--- src/rtl/savec_fault_pkg.sv ---
package savec_fault_pkg;
  typedef enum logic [2:0] {
    FC_NONE = 3'd0,
    FC_UD   = 3'd1,
    FC_NM   = 3'd2,
    FC_GP   = 3'd3,
    FC_SS   = 3'd4,
    FC_PF   = 3'd5
  } fault_e;

  localparam logic [2:0] MD_REAL   = 3'd0;
  localparam logic [2:0] MD_PROT   = 3'd1;
  localparam logic [2:0] MD_COMPAT = 3'd2;
  localparam logic [2:0] MD_V86    = 3'd3;
  localparam logic [2:0] MD_LONG   = 3'd4;
endpackage

--- src/rtl/savec_fault_pri.sv ---
module savec_fault_pri #(
  parameter bit REG_OUT = 1'b1
) (
  input  logic       clk,
  input  logic       rst_n,
  input  logic       ud_req,
  input  logic       nm_req,
  input  logic       gp_req,
  input  logic       ss_req,
  input  logic       pf_req,
  output logic [2:0] fault_code,
  output logic       err_zero,
  output logic       ok
);
  import savec_fault_pkg::*;

  fault_e code_nxt;
  logic   ez_nxt;
  logic   ok_nxt;

  always_comb begin
    if (ud_req)      code_nxt = FC_UD;
    else if (nm_req) code_nxt = FC_NM;
    else if (gp_req) code_nxt = FC_GP;
    else if (ss_req) code_nxt = FC_SS;
    else if (pf_req) code_nxt = FC_PF;
    else             code_nxt = FC_NONE;
  end

  assign ez_nxt = !ud_req && !nm_req && (gp_req || ss_req);
  assign ok_nxt = !(ud_req || nm_req || gp_req || ss_req || pf_req);

  generate
    if (REG_OUT) begin : g_reg
      logic [2:0] code_q;
      logic       ez_q;
      logic       ok_q;
      always_ff @(posedge clk or negedge rst_n) begin
        if (!rst_n) begin
          code_q <= FC_NONE;
          ez_q   <= 1'b0;
          ok_q   <= 1'b1;
        end else begin
          code_q <= code_nxt;
          ez_q   <= ez_nxt;
          ok_q   <= ok_nxt;
        end
      end
      assign fault_code = code_q;
      assign err_zero   = ez_q;
      assign ok         = ok_q;
    end else begin : g_comb
      assign fault_code = code_nxt;
      assign err_zero   = ez_nxt;
      assign ok         = ok_nxt;
    end
  endgenerate

  a_r1_ud_wins: assert property (@(posedge clk) disable iff (!rst_n)
    ud_req |-> code_nxt == FC_UD);
  a_r2_nm_next: assert property (@(posedge clk) disable iff (!rst_n)
    (!ud_req && nm_req) |-> code_nxt == FC_NM);
  a_r3_gp_over_ss: assert property (@(posedge clk) disable iff (!rst_n)
    (!ud_req && !nm_req && gp_req) |-> code_nxt == FC_GP);
  a_r7_pf_last: assert property (@(posedge clk) disable iff (!rst_n)
    (pf_req && code_nxt == FC_PF) |-> !(ud_req || nm_req || gp_req || ss_req));
  a_r8_err_zero: assert property (@(posedge clk) disable iff (!rst_n)
    ez_nxt == (code_nxt == FC_GP || code_nxt == FC_SS));
  a_r9_ok_none: assert property (@(posedge clk) disable iff (!rst_n)
    ok_nxt == (code_nxt == FC_NONE));
  a_r9_single: assert property (@(posedge clk) disable iff (!rst_n)
    $onehot0({ok, fault_code == 3'd1, fault_code == 3'd2, fault_code == 3'd3,
              fault_code == 3'd4, fault_code == 3'd5}));
endmodule

--- config.mk ---
export PLATFORM = sky130hd
export DESIGN_NAME = savec_fault_pri
export DESIGN_NICKNAME = d
export VERILOG_FILES = /design/src/rtl/savec_fault_pkg.sv /design/src/rtl/savec_fault_pri.sv
export SDC_FILE = /design/constraint.sdc
export NUM_CORES = 1
export LEC_CHECK = 0
export ABC_AREA = 1
export CORE_AREA = 3 3 40 42
export CTS_CLUSTER_SIZE = 28
export DETAILED_ROUTE_END_ITERATION = 10
export DIE_AREA = 0 0 43 45
export HOLD_SLACK_MARGIN = 0.1
export PLACE_DENSITY_LB_ADDON = 0.25
export SKIP_LAST_GASP = 1
export SLEW_MARGIN = 20
export SYNTH_ARGS = -nofsm -noshare
export SYNTH_HDL_FRONTEND = slang
export SYNTH_SLANG_ARGS = --single-unit
--- constraint.sdc ---
create_clock -name clk -period 1.5 [get_ports clk]
set_input_delay 0.225 -clock clk [delete_from_list [all_inputs] [get_ports clk]]
set_output_delay 0.225 -clock clk [all_outputs]
set_load 0.02 [all_outputs]
; Word level (Yosys, flattened, before mapping)
; Index checks and enable logic that the tools add are counted.
[totals]
ff_bits = 5
latchBits = 0
ramBits = 0
romBits = 0
memories = 0
[classes]
n_addsub = 0
mul = 0
n_div = 0
n_lt_le_gt_ge = 0
eq_ne = 0
n_shift = 0
n_mux = 5
n_bitwise = 0
n_reduce_logical = 10
[ops]
columns = operator, count
row1 = 3-bit 2-to-1 mux, 5
row2 = 1-bit logical OR, 5
row3 = 1-bit zero test, 3
row4 = 1-bit logical AND, 2

; Logic depth before layout (Yosys ltp)
; Gate-level depths: netlist of run 1.
[logic_depth]
ltp_word = 5
depth_mapped = 5

; Least setup slack after synthesis of run 1
; OpenSTA, ideal clock, no wires.
[synth_timing]
path_kind = register to output
from = register g_reg.ok_q (netlist: ok)
to = output port ok
arrival_ps = 554
required_ps = 1275
slack_ps = 721
path_stages_with_launch = 1
cell_sequence = dfstp_2
[synth_lines]
columns = item, line
row1 = from (decl), savec_fault_pri.sv:37  ; logic ok_q;
row2 = from (signal assigned), savec_fault_pri.sv:46  ; ok_q <= ok_nxt;
row3 = to (decl), savec_fault_pri.sv:13  ; output logic ok
; No word-level cell between the ends.

; Worst setup path after layout of run 1
[layout_timing]
from = register g_reg.code_q[0] (netlist: fault_code[0])
to = output port fault_code[0]
[layout_lines]
columns = item, line
row1 = from (decl), savec_fault_pri.sv:35  ; logic [2:0] code_q;
row2 = from (signal assigned), savec_fault_pri.sv:44  ; code_q <= code_nxt;
row3 = to (decl), savec_fault_pri.sv:11  ; output logic [2:0] fault_code,
; No word-level cell between the ends.

==> results of run 1 <==
==> state kept, by name, indices dropped and copies added, names as in the netlist <==
signal      cells
fault_code      3
ok              1
err_zero        1
==> power by group through the flow <==
stage / Combinational, W / Clock [W] / Sequential, W
4_1_cts: 0.0000543 / 0.000156 / 0.000144
3_3_place_gp: 0.0000543 / 0 / 0.000145
5_1_grt: 0.0000591 / 0.000162 / 0.000144
2_1_floorplan: 0.0000121 / 0 / 0.000154
3_5_place_dp: 0.0000544 / 0 / 0.000145
6_report: 0.0000539 / 0.000148 / 0.000143
==> layer usage <==
metal | vias to the layer above | routed length (um)
li1 | 90 | -
met1 | 55 | 150
met2 | 12 | 114
met3 | 0 | 78
met4 | 0 | 0
met5 | - | 0
==> cell usage in the layout (no fill, tap or decap), drive strengths merged <==
cell / synthesis / routed
clkdlybuf4s50: 0 / 10
a21oi: 2 / 2
nor2: 3 / 3
nand2: 5 / 5
dfstp: 1 / 1
dlygate4sd2: 0 / 1
dfrtp: 4 / 4
inv: 5 / 5
nand3: 1 / 1
clkbuf: 0 / 4
==> area by class of cell <==
type | instances | share of cell area, %
well taps | 15 | 5.42
flip-flops and latches | 5 | 36.5
repair buffers | 11 | 31.4
multi-input cells | 11 | 13.7
clock buffers | 4 | 7.58
inverters | 5 | 5.42
==> logic make-up (layout without fill, tap and decap cells) <==
| family | after synthesis | after routing | share of synthesized area (%) |
|---|---|---|---|
| flops | 5 | 5 | 65.6 |
| simple gates | 9 | 9 | 19.5 |
| buf+inv | 5 | 20 | 9.74 |
| compound gates | 2 | 2 | 5.20 |
==> per-stage QoR <==
| stage | area (um^2) | total power, W | utilization [%] |
|---|---|---|---|
| after floorplan | 193 | 0.000166 | - |
| after global placement | 322 | 0.000199 | 25.0 |
| after detailed placement | 322 | 0.000200 | 25.0 |
| after CTS | 347 | 0.000354 | 27.0 |
| after global routing | 347 | 0.000365 | 27.0 |
| final | 347 | 0.000345 | 27.0 |
==> worst min path at each step <==
stage,startpoint,to,slack (ps),cells past startpoint
3_3_place_gp,rst_n,fault_code[2],450,1
5_1_grt,rst_n,fault_code[0],220,1
2_1_floorplan,rst_n,err_zero,-70,0
3_5_place_dp,rst_n,fault_code[0],450,1
4_1_cts,rst_n,fault_code[0],200,1
6_report,rst_n,fault_code[0],200,1
==> what timing repair did <==
item	4_1_cts	5_1_grt
endpoints found under the setup margin	1	0
resized for setup	1	0
setup buffers	0	0
==> flow_summary.json, run 1 <==
{
  "setup.worst_path.end": "fault_code[0]",
  "slew-limit-headroom_pct": 85.5,
  "port_buffers": 11,
  "fin_tns_setup_ps": 0,
  "p_comb_share_pct": 15.6,
  "p_sw_share_pct": 21.6,
  "cts_made_buffers": 3,
  "crit_buf_inv": 1,
  "pwr_density_cell_nw_per_um2": 997,
  "hold_class": "in2async",
  "area_growth_pct": 79.9,
  "yosys.area.top_type_share_pct": 51.9,
  "status": "complete, no violations",
  "slew_viol_final": 0,
  "cts_tree": "done",
  "p_int_w": 0.000271,
  "core_area_um2": 1280,
  "hold_viol": 0,
  "firstDrtPassIters": 1,
  "synth_area_leaders": "dfrtp_1 52%, dfstp_2 14%, nand2_1 9.7%",
  "antenna_cells": 0,
  "yosysTopAreaCell": "dfrtp_1",
  "ant_nets": 0,
  "syn_avg_cell_area_um2": 9.18,
  "grt-ovfl-total": 0,
  "root_buffer": "clkbuf_4",
  "grtUsageMet1_pct": 4.43,
  "grt_pass1_wl_um": 572,
  "worst_path_largest_cell_delay_ps": 590,
  "wl_um": 342,
  "synth_common_cells": "5 x nand2_1, 4 x dfrtp_1, 4 x inv_2",
  "crit_start": "fault_code[0]",
  "drc": 0,
  "synth-seq-cells": 5,
  "max_cap_violations": 0,
  "setup_ws_ps": 135,
  "ioPinCount": 12,
  "start_util_pct": 15.0,
  "grt_usage_pct": 4.45,
  "synthArstFlopShare_pct": 100,
  "power_frac_clock_pct": 42.9,
  "worstMarginPinSlew_ps": 216,
  "die_area_um2": 1940,
  "grt_antenna_before_repair": 0,
  "pre_cts_slack_ps": 189,
  "slowest_stage": "clkdlybuf4s50_1",
  "drive_gt1_share_pct": 25.0,
  "crit_path_cell_trace": "clkdlybuf4s50_1",
  "fmax_ghz": 0.733,
  "worstSetupStartpointType": "flop",
  "syn-num-nets": 28,
  "min_period_ps": 1360,
  "syn_inst": 21,
  "via_count": 157,
  "ir_drop_mv": 0.175,
  "path_clk_slew_ps": 40,
  "rsz0062_at_grt": "false",
  "area.sequential_um2": 126,
  "synth_edf_count": 0,
  "placed_cells": 47,
  "cp_num_cells": 1,
  "nets": 44,
  "multi_input_area_um2": 47.5,
  "cts_max_path_buffers": 2,
  "met2_usage_pct": 5.09,
  "seqPwrFrac_pct": 41.5,
  "fin_crit_sh_pct": 91.0,
  "yosys.cell_count.top_type": "nand2_1",
  "ys.flop_type": "dfrtp_1",
  "synth_area_um2": 193,
  "via_per_inst": 3.08,
  "critPathTopFamily": "buffers and inverters",
  "htree_levels": 1,
  "critical_path.max_fanout": 1,
  "hold_buffers": 0,
  "ys_seq_area_share_pct": 65.6,
  "grt-busiest-layer": "met4",
  "instances_no_fill": 51,
  "hold_ws_ps": 200,
  "switching_power_w": 0.0000745,
  "dieHeight_um": 45,
  "yosys_warnings": 0,
  "gr-usage-met3_pct": 3.59,
  "drt_iter0_markers": 0,
  "n_fill_cell": 135,
  "clkSinkCount": 5,
  "setup_viol": 0,
  "synth_cell_type_count": 9,
  "rows": 13,
  "grt_pass1_vias": 157,
  "criticalPathCategory": "reg2out",
  "die_w_um": 43,
  "grt_max_degree": 6,
  "crit_required_ps": 1270,
  "crit_path_end_kind": "output pin",
  "wl_per_cell_um": 6.71,
  "p_leak_nw": 0.165,
  "crit_arrival_ps": 1140,
  "place_congestion": 0.652
}
Note: power is estimated with default switching activity, not from simulation.
==> run 2: changes to the inputs <==
==> constraint.sdc (replaced) <==
create_clock -name clk -period 1.5 [get_ports clk]
set_input_delay 0.3 -clock clk [delete_from_list [all_inputs] [get_ports clk]]
set_output_delay 0.3 -clock clk [all_outputs]
set_load 0.02 [all_outputs]
==> results of run 2 <==
Same layout as run 1 (identical final DEF). Status: complete, no violations.
Among the figures that moved: setup slack after placement 189 ps -> 114 ps; setup slack after layout 135 ps -> 60.2 ps; hold slack 200 ps -> 275 ps
